===== config.mk =====
export PLATFORM = sky130hd
export DESIGN_NAME = csrf_file
export DESIGN_NICKNAME = d
export VERILOG_FILES = /design/src/rtl/csrf_pkg.sv /design/src/rtl/csrf_decode.sv /design/src/rtl/csrf_merge.sv /design/src/rtl/csrf_cell.sv /design/src/rtl/csrf_file.sv
export SDC_FILE = /design/constraint.sdc
export NUM_CORES = 1
export LEC_CHECK = 0
export BUFFER_PORTS_ARGS = -buffer_cell sky130_fd_sc_hd__buf_2
export CAP_MARGIN = 25
export CORE_ASPECT_RATIO = 2
export CORE_UTILIZATION = 50
export DETAILED_ROUTE_END_ITERATION = 12
export PLACE_DENSITY = 0.73
export SLEW_MARGIN = 30
export SYNTH_ARGS = -nofsm -noshare
export SYNTH_HDL_FRONTEND = slang
export SYNTH_SLANG_ARGS = --single-unit

===== constraint.sdc =====
create_clock -name clk -period 2.2 [get_ports clk]
set_input_delay 0.22 -clock clk [delete_from_list [all_inputs] [get_ports clk]]
set_output_delay 0.22 -clock clk [all_outputs]
set_load 0.03 [all_outputs]

===== src/rtl/csrf_pkg.sv =====
package csrf_pkg;

  localparam int IDX_W = 12;

  typedef enum logic [1:0] {
    CSR_RD  = 2'd0,
    CSR_WR  = 2'd1,
    CSR_SET = 2'd2,
    CSR_CLR = 2'd3
  } csr_op_e;

endpackage


===== src/rtl/csrf_decode.sv =====
module csrf_decode
  import csrf_pkg::*;
#(
  parameter int NPHYS  = 4,
  parameter int NALIAS = 2,
  parameter logic [IDX_W-1:0] P_IDX [NPHYS]  = '{12'h300, 12'h340, 12'h341, 12'h342},
  parameter logic [IDX_W-1:0] A_IDX [NALIAS] = '{12'h100, 12'h7C0}
) (
  input  logic [IDX_W-1:0]  idx,
  output logic [NPHYS-1:0]  phys_sel,
  output logic [NALIAS-1:0] alias_sel,
  output logic              hit
);

  // One comparator per mapped index; each index is expected to be unique.
  for (genvar p = 0; p < NPHYS; p++) begin : g_phys
    assign phys_sel[p] = (idx == P_IDX[p]);
  end

  for (genvar a = 0; a < NALIAS; a++) begin : g_alias
    assign alias_sel[a] = (idx == A_IDX[a]);
  end

  assign hit = (|phys_sel) | (|alias_sel);

endmodule


===== src/rtl/csrf_merge.sv =====
module csrf_merge
  import csrf_pkg::*;
#(
  parameter int XLEN = 32
) (
  input  csr_op_e         op,
  input  logic [XLEN-1:0] operand,
  input  logic [XLEN-1:0] raw,
  input  logic [XLEN-1:0] rmask,
  input  logic [XLEN-1:0] wmask,
  input  logic [XLEN-1:0] armask,
  input  logic [XLEN-1:0] awmask,
  output logic [XLEN-1:0] rd_val,
  output logic [XLEN-1:0] nxt_val,
  output logic            touch
);

  logic [XLEN-1:0] arg;
  logic [XLEN-1:0] eff;

  // Set and clear are formed from the raw contents, not the read view.
  always_comb begin
    unique case (op)
      CSR_SET: arg = raw | operand;
      CSR_CLR: arg = raw & ~operand;
      default: arg = operand;
    endcase
  end

  // Alias layer then target layer collapse into a single AND of the masks.
  assign eff     = wmask & awmask;
  assign nxt_val = (arg & eff) | (raw & ~eff);
  assign rd_val  = raw & rmask & armask;
  assign touch   = (op != CSR_RD) && (|eff);

endmodule


===== src/rtl/csrf_cell.sv =====
module csrf_cell #(
  parameter int              XLEN = 32,
  parameter logic [XLEN-1:0] RST  = '0
) (
  input  logic            clk,
  input  logic            rst_n,
  input  logic            en,
  input  logic [XLEN-1:0] d,
  output logic [XLEN-1:0] q
);

  logic [XLEN-1:0] q_nxt;

  always_comb begin
    q_nxt = q;
    if (en) begin
      q_nxt = d;
    end
  end

  always_ff @(posedge clk or negedge rst_n) begin
    if (!rst_n) begin
      q <= RST;
    end else begin
      q <= q_nxt;
    end
  end

endmodule


===== src/rtl/csrf_file.sv =====
module csrf_file
  import csrf_pkg::*;
#(
  parameter int XLEN   = 32,
  parameter int NPHYS  = 4,
  parameter int NALIAS = 2,
  parameter logic [IDX_W-1:0] P_IDX   [NPHYS] = '{12'h300, 12'h340, 12'h341, 12'h342},
  parameter logic [XLEN-1:0]  P_RST   [NPHYS] = '{32'h0000_0A00, 32'h0, 32'h0, 32'h0000_0100},
  parameter logic [XLEN-1:0]  P_RMASK [NPHYS] = '{32'h0000_0FFF, 32'hFFFF_FFFF, 32'hFFFF_FFFF, 32'h8000_001F},
  parameter logic [XLEN-1:0]  P_WMASK [NPHYS] = '{32'h0000_F0FF, 32'hFFFF_FFFF, 32'hFFFF_FFFC, 32'h8000_00FF},
  parameter logic [IDX_W-1:0] A_IDX   [NALIAS] = '{12'h100, 12'h7C0},
  parameter int               A_TGT   [NALIAS] = '{0, 1},
  parameter logic [XLEN-1:0]  A_RMASK [NALIAS] = '{32'h0000_08F3, 32'h0000_FFFF},
  parameter logic [XLEN-1:0]  A_WMASK [NALIAS] = '{32'h0000_1033, 32'h0}
) (
  input  logic             clk,
  input  logic             rst_n,
  input  logic             req_valid,
  input  logic [1:0]       req_op,
  input  logic [IDX_W-1:0] req_idx,
  input  logic [XLEN-1:0]  req_wdata,
  output logic [XLEN-1:0]  rd_data,
  output logic             illegal
);

  logic [NPHYS-1:0]      phys_sel;
  logic [NALIAS-1:0]     alias_sel;
  logic                  hit;
  logic [NPHYS-1:0]      tgt_sel;
  logic [XLEN-1:0]       state_q [NPHYS];
  logic [NPHYS*XLEN-1:0] state_flat;
  logic [XLEN-1:0]       raw, rmask, wmask, armask, awmask;
  logic [XLEN-1:0]       arm_acc, awm_acc;
  logic [XLEN-1:0]       rd_val, nxt_val;
  logic                  touch;
  logic                  wr_go;

  csrf_decode #(
    .NPHYS (NPHYS),
    .NALIAS(NALIAS),
    .P_IDX (P_IDX),
    .A_IDX (A_IDX)
  ) u_dec (
    .idx      (req_idx),
    .phys_sel (phys_sel),
    .alias_sel(alias_sel),
    .hit      (hit)
  );

  // Resolve the addressed index to one physical target and its mask set.
  always_comb begin
    tgt_sel = phys_sel;
    arm_acc = '0;
    awm_acc = '0;
    for (int a = 0; a < NALIAS; a++) begin
      if (alias_sel[a]) begin
        tgt_sel[A_TGT[a]] = 1'b1;
        arm_acc = arm_acc | A_RMASK[a];
        awm_acc = awm_acc | A_WMASK[a];
      end
    end
    armask = (|alias_sel) ? arm_acc : '1;
    awmask = (|alias_sel) ? awm_acc : '1;
    raw   = '0;
    rmask = '0;
    wmask = '0;
    for (int p = 0; p < NPHYS; p++) begin
      if (tgt_sel[p]) begin
        raw   = raw   | state_q[p];
        rmask = rmask | P_RMASK[p];
        wmask = wmask | P_WMASK[p];
      end
    end
  end

  csrf_merge #(.XLEN(XLEN)) u_merge (
    .op     (csr_op_e'(req_op)),
    .operand(req_wdata),
    .raw    (raw),
    .rmask  (rmask),
    .wmask  (wmask),
    .armask (armask),
    .awmask (awmask),
    .rd_val (rd_val),
    .nxt_val(nxt_val),
    .touch  (touch)
  );

  assign wr_go   = req_valid && hit && touch;
  assign rd_data = (req_valid && hit) ? rd_val : '0;
  assign illegal = req_valid && !hit;

  for (genvar g = 0; g < NPHYS; g++) begin : g_reg
    csrf_cell #(
      .XLEN(XLEN),
      .RST (P_RST[g])
    ) u_cell (
      .clk  (clk),
      .rst_n(rst_n),
      .en   (wr_go && tgt_sel[g]),
      .d    (nxt_val),
      .q    (state_q[g])
    );
    assign state_flat[g*XLEN +: XLEN] = state_q[g];
  end

endmodule


==> summary.md, run 1 <==
| Metric | Value |
|---|---|
| Setup-failing EPs final | `0` |
| Core area | `12600 sq um` |
| Status | `finished, final reports clean` |
| Antenna Nets Post-Route | `0` |
| Reg clk slew, reported paths | `0.06 ns` |
| Top post-synthesis cells by area | `dfrtp_1, nor2_1, clkbuf_1` |
| Clock Sinks | `128` |
| CTS Buf Count | `17` |
| FF+latch count, synth | `128` |
| Yosys top cell area share | `0.484` |
| Register area share after synthesis | `0.496` |
| Port bufs | `81` |
| Fmax | `455 MHz` |
| Fin Clk Skew | `0.00517 ns` |
| Primary FF master, synth | `dfrtp_1` |
| Drt drc | `0` |
| Syn Area/Cell | `9.49 sq um` |
| Number of nets in the layout | `805` |
| GP Congestion | `0.932` |
| Critical path class | `primary input to output port` |
| HP Class | `primary input to flop` |
| Placed cells | `877` |
| Post-Route M1 WL | `7.06 mm` |
| Pre-Repair DR Iteration Count | `8` |
| Post-synthesis cell area | `6460 sq um` |
| Worst Hold Margin | `0.0553 ns` |
| Via count | `5929` |
| Vias in the first global route | `6134` |
| Max Slew Vio Count | `0` |
| Met2 Routed Length | `11.0 mm` |
| DR WL/cell | `22.4 microns` |
| Share of layout cells above drive strength 1 | `0.305` |
| Final Hold Vio Count | `0` |
| DR WL met3 | `1.28 mm` |
| Crit-path max cell delay | `0.60 ns` |
| Ys Warns | `0` |
| Clock Latency Late Sink | `0.41 ns` |
| Slew @ Worst Pin | `0.760 ns` |
| Arrival @ worst endpoint | `1.98 ns` |
| Worst path required time | `1.98 ns` |
| Die Height | `163 microns` |
| GRT Total Usage | `0.323` |
| CTS Buffer Depth | `2` |
| Max cap viols | `0` |
| First-pass GRT wire length | `31.5 mm` |
| Die W | `82.4 microns` |
| CP Max Fanout | `4` |
| Sw frac | `0.231` |
| Routed WL | `20.6 mm` |
| Flop pwr share | `0.424` |
| Minimum clock period | `2.20 ns` |
| Root Buffer | `clkbuf_16` |
| Worst path cell trace | `buf_2 > or4b_4 > or4_4 > clkbuf_16 > nor2_2 > buf_6` |
| VDD IR max | `0.000581 V` |
| Comb pwr share | `0.059` |
| I/O pin count | `82` |
| Total congestion overflow | `0` |
| Largest Register | `g.u_cell.q` |
| Antenna diodes | `0` |
| Vias per Instance | `6.46` |
| Pwr Density | `680 nW/um^2` |
| Max reg flops | `128` |
| Largest net degree at the start of global routing | `50` |
| Biggest regs | `g.u_cell.q (128)` |
| Final Non-Filler Cells | `918` |
| Startpoint Class | `primary input` |
| Num rows | `58` |
| Syn nets | `730` |
| Die ar. | `13400 sq um` |
| Crit. End Element | `output port` |
| TritonCTS clock tree | `yes` |
| Commonest cells in the netlist | `dfrtp_1, nor2_1, clkbuf_1` |
| Pleak | `0.00367 uW` |
| Clock power share | `0.516` |
| Synth cell types | `62` |
| Final core utilization | `0.655` |
| Ys async rst share | `1.00` |
| EDFF count, synth | `0` |
| Most instantiated library cell after synthesis | `dfrtp_1` |
| Psw | `1290 uW` |
| Antenna violations before repair | `0` |
| Hpwl dp | `13.9 mm` |
| Mapped Cells | `681` |
| Initial DRC count | `490` |
| Top sig layer | `met4` |
| Internal | `4290 uW` |
| Cell taking the most area after synthesis | `dfrtp_1` |
| Area Growth Syn to Fin | `27.2%` |
| Initial Util | `0.515` |
| Slowest CP cell | `or4_4` |
| H-tree Lvls | `4` |
| Rel. slew slack | `0.490` |
| Fin crit share | `1.00` |
| RSZ-0062 raised after global routing | `true` |
## per-layer routing
layer  vias to the layer above  global-route usage
met4                         0               0.236
met2                       290               0.543
li1                       2661                   -
met5                         -                   0
met3                        80              0.0728
met1                      2898               0.340
## worst max-delay path: cells and delay by family
family	cells	cell delay, ns
buffers and inverters	3	0.48
and+or+nand+nor	3	1.27
## layout by cell type, fill, tap and decap left out, drive strengths merged, types with 6 or more instances in the layout
cell / Yosys / final
a22oi: 25 / 25
a21oi: 22 / 22
nand2: 36 / 36
a222oi: 17 / 17
o21ai: 24 / 24
buf: 8 / 146
and4: 11 / 11
a21o: 19 / 19
nor2: 93 / 93
nand3: 10 / 10
nand2b: 24 / 24
a31oi: 50 / 50
clkbuf: 89 / 25
and2: 6 / 6
a22o: 29 / 29
nor3: 7 / 7
o2111ai: 6 / 6
nand4: 10 / 10
inv: 4 / 6
dfrtp: 125 / 125
## cells by family (layout without fill, tap and decap cells)
| family | Yosys count | after routing | synth area share |
|---|---|---|---|
| AOI/OAI and AO/OA | 230 | 230 | 0.261 |
| and+or+nand+nor | 220 | 220 | 0.177 |
| DFF | 128 | 128 | 0.496 |
| buffers and inverters | 101 | 188 | 0.0631 |
| xor gates and xnor gates | 2 | 2 | 0.00271 |
## stage by stage
step / instance area (sq um) / power [uW] / TNS, ns / setup slack, ns
6_report: 8220 / 5590 / 0 / 0.000249
5_1_grt: 8220 / 5760 / -0.114 / -0.0345
4_1_cts: 7970 / 5620 / 0 / 0.0000149
3_5_place_dp: 7330 / 2730 / -2.04 / -0.0963
3_3_place_gp: 7320 / 2710 / -1.40 / -0.101
2_1_floorplan: 6480 / 2540 / -0.911 / -0.0837
## path summary, 6_finish.rpt
kind | start | end | slack (ns) | cells after the start
min reg2reg | g_reg[3].u_cell.q[8] | g_reg[3].u_cell.q[8] | 0.37 | 0
max reg2reg | g_reg[2].u_cell.q[17] | g_reg[2].u_cell.q[17] | 0.48 | 5
max in group asynchronous | rst_n | g_reg[0].u_cell.q[11] | 1.14 | 3
min in group asynchronous | rst_n | g_reg[2].u_cell.q[4] | 0.35 | 2
max | req_idx[4] | rd_data[25] | 0.0002 | 6
min | req_wdata[18] | g_reg[1].u_cell.q[18] | 0.06 | 3
## power by group through the flow
stage / clock [uW] / sequential (uW) / combinational (uW)
after floorplan: 0 / 2410 / 126
after global placement: 0 / 2410 / 303
after detailed placement: 0 / 2410 / 314
after CTS: 2930 / 2370 / 318
after global routing: 3040 / 2370 / 357
final: 2880 / 2370 / 332
## cell type report
type | instances | area [sq um]
sequential | 128 | 3210
inverter | 4 | 15.0
fill | 1004 | 4340
multi-input combinational | 452 | 2990
clock buffer | 19 | 443
clock inverter | 12 | 159
timing repair buffer | 153 | 1220
tap | 150 | 188
## what timing repair did
action / 4_1_cts / 5_1_grt
hold endpoints to repair: 41 / 0
gates resized for setup: 6 / 63
setup endpoints to repair: 18 / 32
gates cloned: 0 / 1
hold buffers: 1 / 0
setup buffers: 1 / 7
pin swaps: 1 / 13
(Power assumes the default switching activity.)
==> run 2: changes to the inputs <==
--- a/config.mk
+++ b/config.mk
@@ -7,7 +7,6 @@
 export LEC_CHECK = 0
 export BUFFER_PORTS_ARGS = -buffer_cell sky130_fd_sc_hd__buf_2
 export CAP_MARGIN = 25
-export CORE_ASPECT_RATIO = 2
 export CORE_UTILIZATION = 50
 export DETAILED_ROUTE_END_ITERATION = 12
 export PLACE_DENSITY = 0.73
==> summary.md, run 2 (synthesized netlist as in run 1, its figures left out) <==
| Metric | Value |
|---|---|
| Drt drc | `0 (unchanged)` |
| End of the worst hold path | `g_reg[1].u_cell.q[18]` |
| Routed WL | `19.9 mm (-3.1%)` |
| Hpwl dp | `12.6 mm (-9.2%)` |
| Pwr Density | `695 nW/um^2 (+2.3%)` |
| Max reg flops | `128 (unchanged)` |
| Max cap viols | `0 (unchanged)` |
| Port bufs | `81 (unchanged)` |
| Total Power | `5640 uW (+1.0%)` |
| Die W | `116 microns (+40%)` |
| Worst Setup SP | `req_idx[4]` |
| Rel. slew slack | `0.552 (+0.0618)` |
| Via count | `5966 (+0.62%)` |
| Core area | `12600 sq um (+0.52%)` |
| CTS Buffer Depth | `2 (unchanged)` |
| Clock Latency Late Sink | `0.43 ns (+0.02 ns)` |
| Num rows | `41 (-29%)` |
| Slowest CP cell | `nor4b_4` |
| Fill count | `1022 (+1.8%)` |
| CTS Buf Count | `17 (unchanged)` |
| Worst Hold Margin | `0.0436 ns (-0.0117 ns)` |
| Reg-to-Reg End | `g_reg[3].u_cell.q[1]` |
| Worst reg-to-reg setup slack | `0.74 ns (+0.26 ns)` |
| Commonest non-fill, non-tap cell in the layout | `dfrtp_1` |
| Placed cells | `894 (+1.9%)` |
| HP Class | `primary input to flop` |
| Max Slew Vio Count | `0 (unchanged)` |
| VDD IR max | `0.000495 V (-15%)` |
| Vias in the first global route | `5627 (-8.3%)` |
| Initial DRC count | `722 (+47%)` |
| Largest net degree at the start of global routing | `53 (+6.0%)` |
| Area Growth Syn to Fin | `25.6%` |
| DR WL/cell | `21.3 microns (-4.7%)` |
| GRT Total Usage | `0.302 (-0.0206)` |
| Hold depth | `3 (unchanged)` |
| Finished Cell Area | `8120 sq um (-1.2%)` |
| Crit. End Element | `output port` |
| Reg clk slew, reported paths | `0.06 ns (about the same)` |
| Final core utilization | `0.643 (-0.0112)` |
| Worst path cell trace | `buf_2 > nor4b_4 > buf_4 > and4_4 > buf_12 > a221oi_1 > nor2_1 > buf_4` |
| Fin crit share | `0.981 (-0.0186)` |
| Die Height | `116 microns (-29%)` |
| TritonCTS clock tree | `yes` |
| Biggest regs | `g.u_cell.q (128)` |
| Reg2reg path depth | `5 (unchanged)` |
| Status | `finished, final reports clean` |
| Crit-path max cell delay | `0.38 ns (-0.22 ns)` |
| Minimum clock period | `2.16 ns (-0.0409 ns)` |
| Final Non-Filler Cells | `934 (+1.7%)` |
| First-pass GRT wire length | `30.2 mm (-3.9%)` |
| Antenna violations before repair | `1 (+1)` |
| CP Max Fanout | `13 (+9)` |
| Fmax | `463 MHz (+1.9%)` |
| Vias per Instance | `6.39 (-1.1%)` |
| Clock Sinks | `128 (unchanged)` |
| Die ar. | `13400 sq um (-0.20%)` |
| Total congestion overflow | `0 (unchanged)` |
| Pleak | `0.00365 uW (-0.54%)` |
| Most used cell, CP | `buf_4` |
| Hold Path Origin | `req_wdata[18]` |
| H-tree Lvls | `4 (unchanged)` |
| Antenna Nets Post-Route | `0 (unchanged)` |
| Final Hold Vio Count | `0 (unchanged)` |
| Share of layout cells above drive strength 1 | `0.277 (-0.0278)` |
| Critical path class | `primary input to output port` |
| R2R Path Start | `g_reg[3].u_cell.q[1]` |
| Root Buffer | `clkbuf_16` |
| Initial Util | `0.512 (-0.00265)` |
| Worst path required time | `1.98 ns (about the same)` |
| RSZ-0062 raised after global routing | `false` |
| Pre-Repair DR Iteration Count | `5 (-3)` |
| Antenna diodes | `0 (unchanged)` |
| Number of nets in the layout | `799 (-0.75%)` |
| Placed cell area | `7300 sq um (-0.44%)` |
| I/O pin count | `82 (unchanged)` |
| Commonest non-fill, non-tap cells in the layout | `dfrtp_1, nor2_1, buf_2, buf_4, a31oi_1` |
| Arrival @ worst endpoint | `1.94 ns (-0.04 ns)` |
| Slew @ Worst Pin | `0.669 ns (-0.0910 ns)` |
| Largest Register | `g.u_cell.q` |
| GP Congestion | `0.909 (-2.5%)` |
| Setup-failing EPs final | `0 (unchanged)` |
| Fin Clk Skew | `0.0121 ns (+0.00696 ns)` |
| Startpoint Class | `primary input` |
[run 2: cell count changes in the layout (fill, tap and decap cells not counted), moves of 5 or more]
cell	change
buf_2	+11
buf_6	-5
nor2_1	+12
buf_4	-9
nor2_2	-10
[run 2: how the worst max path moves through the flow]
stage,to,slack [ns]
4_1_cts,rd_data[23],0.002
3_5_place_dp,rd_data[27],-0.06
2_1_floorplan,rd_data[4],-0.08
6_report,rd_data[8],0.04
5_1_grt,rd_data[8],0.0004
3_3_place_gp,rd_data[20],-0.06
[run 2: final cells by class]
type | count | area (sq um) | area share
clock buffer | 22 | 484 | 0.0596
timing repair buffer | 147 | 1140 | 0.140
inverter | 4 | 15.0 | 0.00185
tap | 172 | 215 | 0.0265
multi-input combinational | 452 | 2930 | 0.361
sequential | 128 | 3210 | 0.395
clock inverter | 9 | 131 | 0.0162
[run 2: routing by layer]
layer / global-route usage / vias up / share of wire
li1: - / 2648 / -
met1: 0.430 / 2913 / 0.43
met2: 0.448 / 356 / 0.45
met3: 0.0727 / 47 / 0.097
met4: 0.118 / 2 / 0.022
met5: 0 / - / 0.00055
[run 2: where the power goes]
group          internal (uW)  switching [uW]  total [uW]
Combinational            119             216         335
Sequential              2370            5.50        2370
Clock                   1890            1050        2940
[run 2: worst max-delay path: cells and delay by family]
kind / cells / cell delay, ns
simple gates: 3 / 0.90
buf+inv: 4 / 0.72
compound gates: 1 / 0.11
[run 2: timing repair]
| item | in CTS | in global routing |
|---|---|---|
| hold buffers | 1 | 0 |
| endpoints found under the setup margin | 11 | 30 |
| cloned | 0 | 3 |
| hold endpoints to repair | 32 | 0 |
| gates resized for setup | 5 | 27 |
| pin swaps | 1 | 6 |
| buffers inserted | 0 | 5 |
[run 2: per-stage QoR]
step	setup TNS [ns]	setup WS, ns
after floorplan	-0.911	-0.0837
after global placement	-0.367	-0.0569
after detailed placement	-0.310	-0.0602
after CTS	0	0.00190
after global routing	0	0.000426
final	0	0.0411
==> run 3: changes to the inputs <==
--- a/config.mk
+++ b/config.mk
@@ -9,6 +9,7 @@
 export CAP_MARGIN = 25
 export CORE_UTILIZATION = 50
 export DETAILED_ROUTE_END_ITERATION = 12
+export GPL_TIMING_DRIVEN = 0
 export PLACE_DENSITY = 0.73
 export SLEW_MARGIN = 30
 export SYNTH_ARGS = -nofsm -noshare
==> summary.md, run 3 (synthesized netlist as in run 1, its figures left out) <==
| Metric | Value |
|---|---|
| Status | `complete, but fails checks` |
| Failing checks | `negative setup slack` |
| CTS Buf Count | `17 (unchanged)` |
| Port bufs | `74 (-8.6%)` |
| Minimum clock period | `2.21 ns (+0.0476 ns)` |
| Core area | `12600 sq um (unchanged)` |
| Commonest non-fill, non-tap cells in the layout | `dfrtp_1, nor2_1, buf_2, clkbuf_1, a31oi_1` |
| Die ar. | `13400 sq um (unchanged)` |
| Setup-failing EPs final | `1 (+1)` |
| Antenna Nets Post-Route | `0 (unchanged)` |
| TritonCTS clock tree | `yes` |
| RSZ-0062 raised after global routing | `true` |
| Clock Sinks | `128 (unchanged)` |
| Root Buffer | `clkbuf_16` |
| Pwr Density | `667 nW/um^2 (-4.0%)` |
| Max cap viols | `0 (unchanged)` |
| Vias per Instance | `6.52 (+2.1%)` |
| Commonest non-fill, non-tap cell in the layout | `dfrtp_1` |
| Die Height | `116 microns (unchanged)` |
| Die W | `116 microns (unchanged)` |
| Largest net degree at the start of global routing | `86 (+62%)` |
| Reg clk slew, reported paths | `0.05 ns (about the same)` |
| Initial DRC count | `708 (-1.9%)` |
| I/O pin count | `82 (unchanged)` |
| Arrival @ worst endpoint | `1.99 ns (+0.05 ns)` |
| Fin Clk Skew | `0.00878 ns (-0.00335 ns)` |
| Drt drc | `0 (unchanged)` |
| Hpwl dp | `14.2 mm (+13%)` |
| Biggest regs | `g.u_cell.q (128)` |
| Pleak | `0.00364 uW (-0.29%)` |
| Max reg flops | `128 (unchanged)` |
| First-pass GRT wire length | `33.2 mm (+10%)` |
| PnR worst setup slack | `-0.00645 ns (-0.0476 ns)` |
| GP Congestion | `0.948 (+4.3%)` |
| Fmax | `453 MHz (-2.2%)` |
| CP Max Fanout | `7 (-6)` |
| Rel. slew slack | `0.487 (-0.0649)` |
| Clock Latency Late Sink | `0.43 ns (about the same)` |
| Crit. End Element | `output port` |
| Pre-Repair DR Iteration Count | `6 (+1)` |
| Worst path required time | `1.98 ns (about the same)` |
| Area Growth Syn to Fin | `26.5%` |
| Initial Util | `0.512 (unchanged)` |
| Startpoint Class | `primary input` |
| Final Non-Filler Cells | `979 (+4.8%)` |
| GRT Total Usage | `0.336 (+0.0341)` |
| Total congestion overflow | `0 (unchanged)` |
| Final Hold Vio Count | `0 (unchanged)` |
| Final core utilization | `0.648 (+0.00436)` |
| Antenna diodes | `0 (unchanged)` |
| CTS Buffer Depth | `2 (unchanged)` |
| Max Slew Vio Count | `0 (unchanged)` |
| VDD IR max | `0.000389 V (-21%)` |
| Antenna violations before repair | `0 (-1)` |
| Vias in the first global route | `6184 (+9.9%)` |
| DR WL/cell | `22.2 microns (+3.9%)` |
| Critical path class | `primary input to output port` |
| HP Class | `primary input to flop` |
| H-tree Lvls | `4 (unchanged)` |
| Slew @ Worst Pin | `0.766 ns (+0.0969 ns)` |
| Via count | `6385 (+7.0%)` |
| Placed cells | `928 (+3.8%)` |
| Share of layout cells above drive strength 1 | `0.257 (-0.0204)` |
| Num rows | `41 (unchanged)` |
| Largest Register | `g.u_cell.q` |
| Fin crit share | `1.00 (+0.0216)` |
| Routed WL | `21.7 mm (+8.9%)` |
| Number of nets in the layout | `844 (+5.6%)` |
run 3: changes by cell type in the layout (fill, tap and decap cells not counted), moves of 3 or more:
| cell | before | now |
|---|---|---|
| buf_6 | 0 | 7 |
| clkbuf_4 | 2 | 6 |
| nor2_2 | 3 | 7 |
| buf_12 | 12 | 0 |
| nor2_1 | 90 | 84 |
| clkbuf_1 | 1 | 62 |
| buf_4 | 60 | 39 |
| clkbuf_8 | 4 | 8 |
| buf_2 | 69 | 65 |
| clkbuf_2 | 0 | 10 |
| nor3_4 | 1 | 4 |
run 3: final cells by class:
| type | instances | area [sq um] |
|---|---|---|
| fill | 1046 | 4440 |
| clock inverter | 4 | 47.5 |
| buffer | 92 | 458 |
| clock buffer | 27 | 533 |
| inverter | 4 | 15.0 |
| timing repair buffer | 100 | 662 |
| multi-input combinational | 452 | 3040 |
| sequential | 128 | 3210 |
| tap | 172 | 215 |
run 3: layer usage:
| metal | vias up | global-route usage | part of all wire |
|---|---|---|---|
| li1 | 2747 | - | - |
| met1 | 3174 | 0.454 | 0.41 |
| met2 | 400 | 0.513 | 0.47 |
| met3 | 64 | 0.0936 | 0.10 |
| met4 | 0 | 0.140 | 0.027 |
| met5 | - | 0 | 0 |
run 3: timing repair:
item                                    CTS  global route
hold buffers                              1             0
hold endpoints to repair                 43             0
setup buffers                            11            12
pin swaps                                 7            10
gates cloned                              0             1
resized for setup                        70            49
endpoints found under the setup margin  114            84
run 3: per-stage QoR:
step                      power, uW  TNS [ns]  worst slack, ns  hold WS, ns  instance area (sq um)
after global placement         2690   -167.34           -0.941        0.431                   7070
after global routing           5610    -0.119          -0.0526       0.0571                   8180
after floorplan                2540    -0.911          -0.0837      -0.0756                   6480
after detailed placement       2700    -70.15           -0.860        0.134                   7120
after CTS                      5440  -0.00423         -0.00396       0.0477                   7980
final                          5460  -0.00645         -0.00645       0.0553                   8180
run 3: worst paths after layout:
| check | startpoint | end | slack [ns] | cells after the start |
|---|---|---|---|---|
| min | req_wdata[9] | g_reg[1].u_cell.q[9] | 0.06 | 3 |
| min in group asynchronous | rst_n | g_reg[3].u_cell.q[13] | 0.27 | 2 |
| min reg2reg | g_reg[0].u_cell.q[11] | g_reg[0].u_cell.q[11] | 0.44 | 1 |
| max in group asynchronous | rst_n | g_reg[3].u_cell.q[8] | 1.17 | 3 |
| max | req_idx[11] | rd_data[29] | -0.006 | 6 |
| max reg2reg | g_reg[2].u_cell.q[25] | g_reg[1].u_cell.q[25] | 0.68 | 6 |
run 3: report_power, final:
group | internal [uW] | switching (uW) | total, uW
combinational | 107 | 226 | 333
sequential | 2370 | 5.55 | 2370
clock | 1750 | 997 | 2750
run 3: critical path: stages:
cell	delay [ns]
buf_2	0.16
or4b_4	0.55
or4_4	0.54
clkbuf_16	0.21
nor2_1	0.13
buf_4	0.18
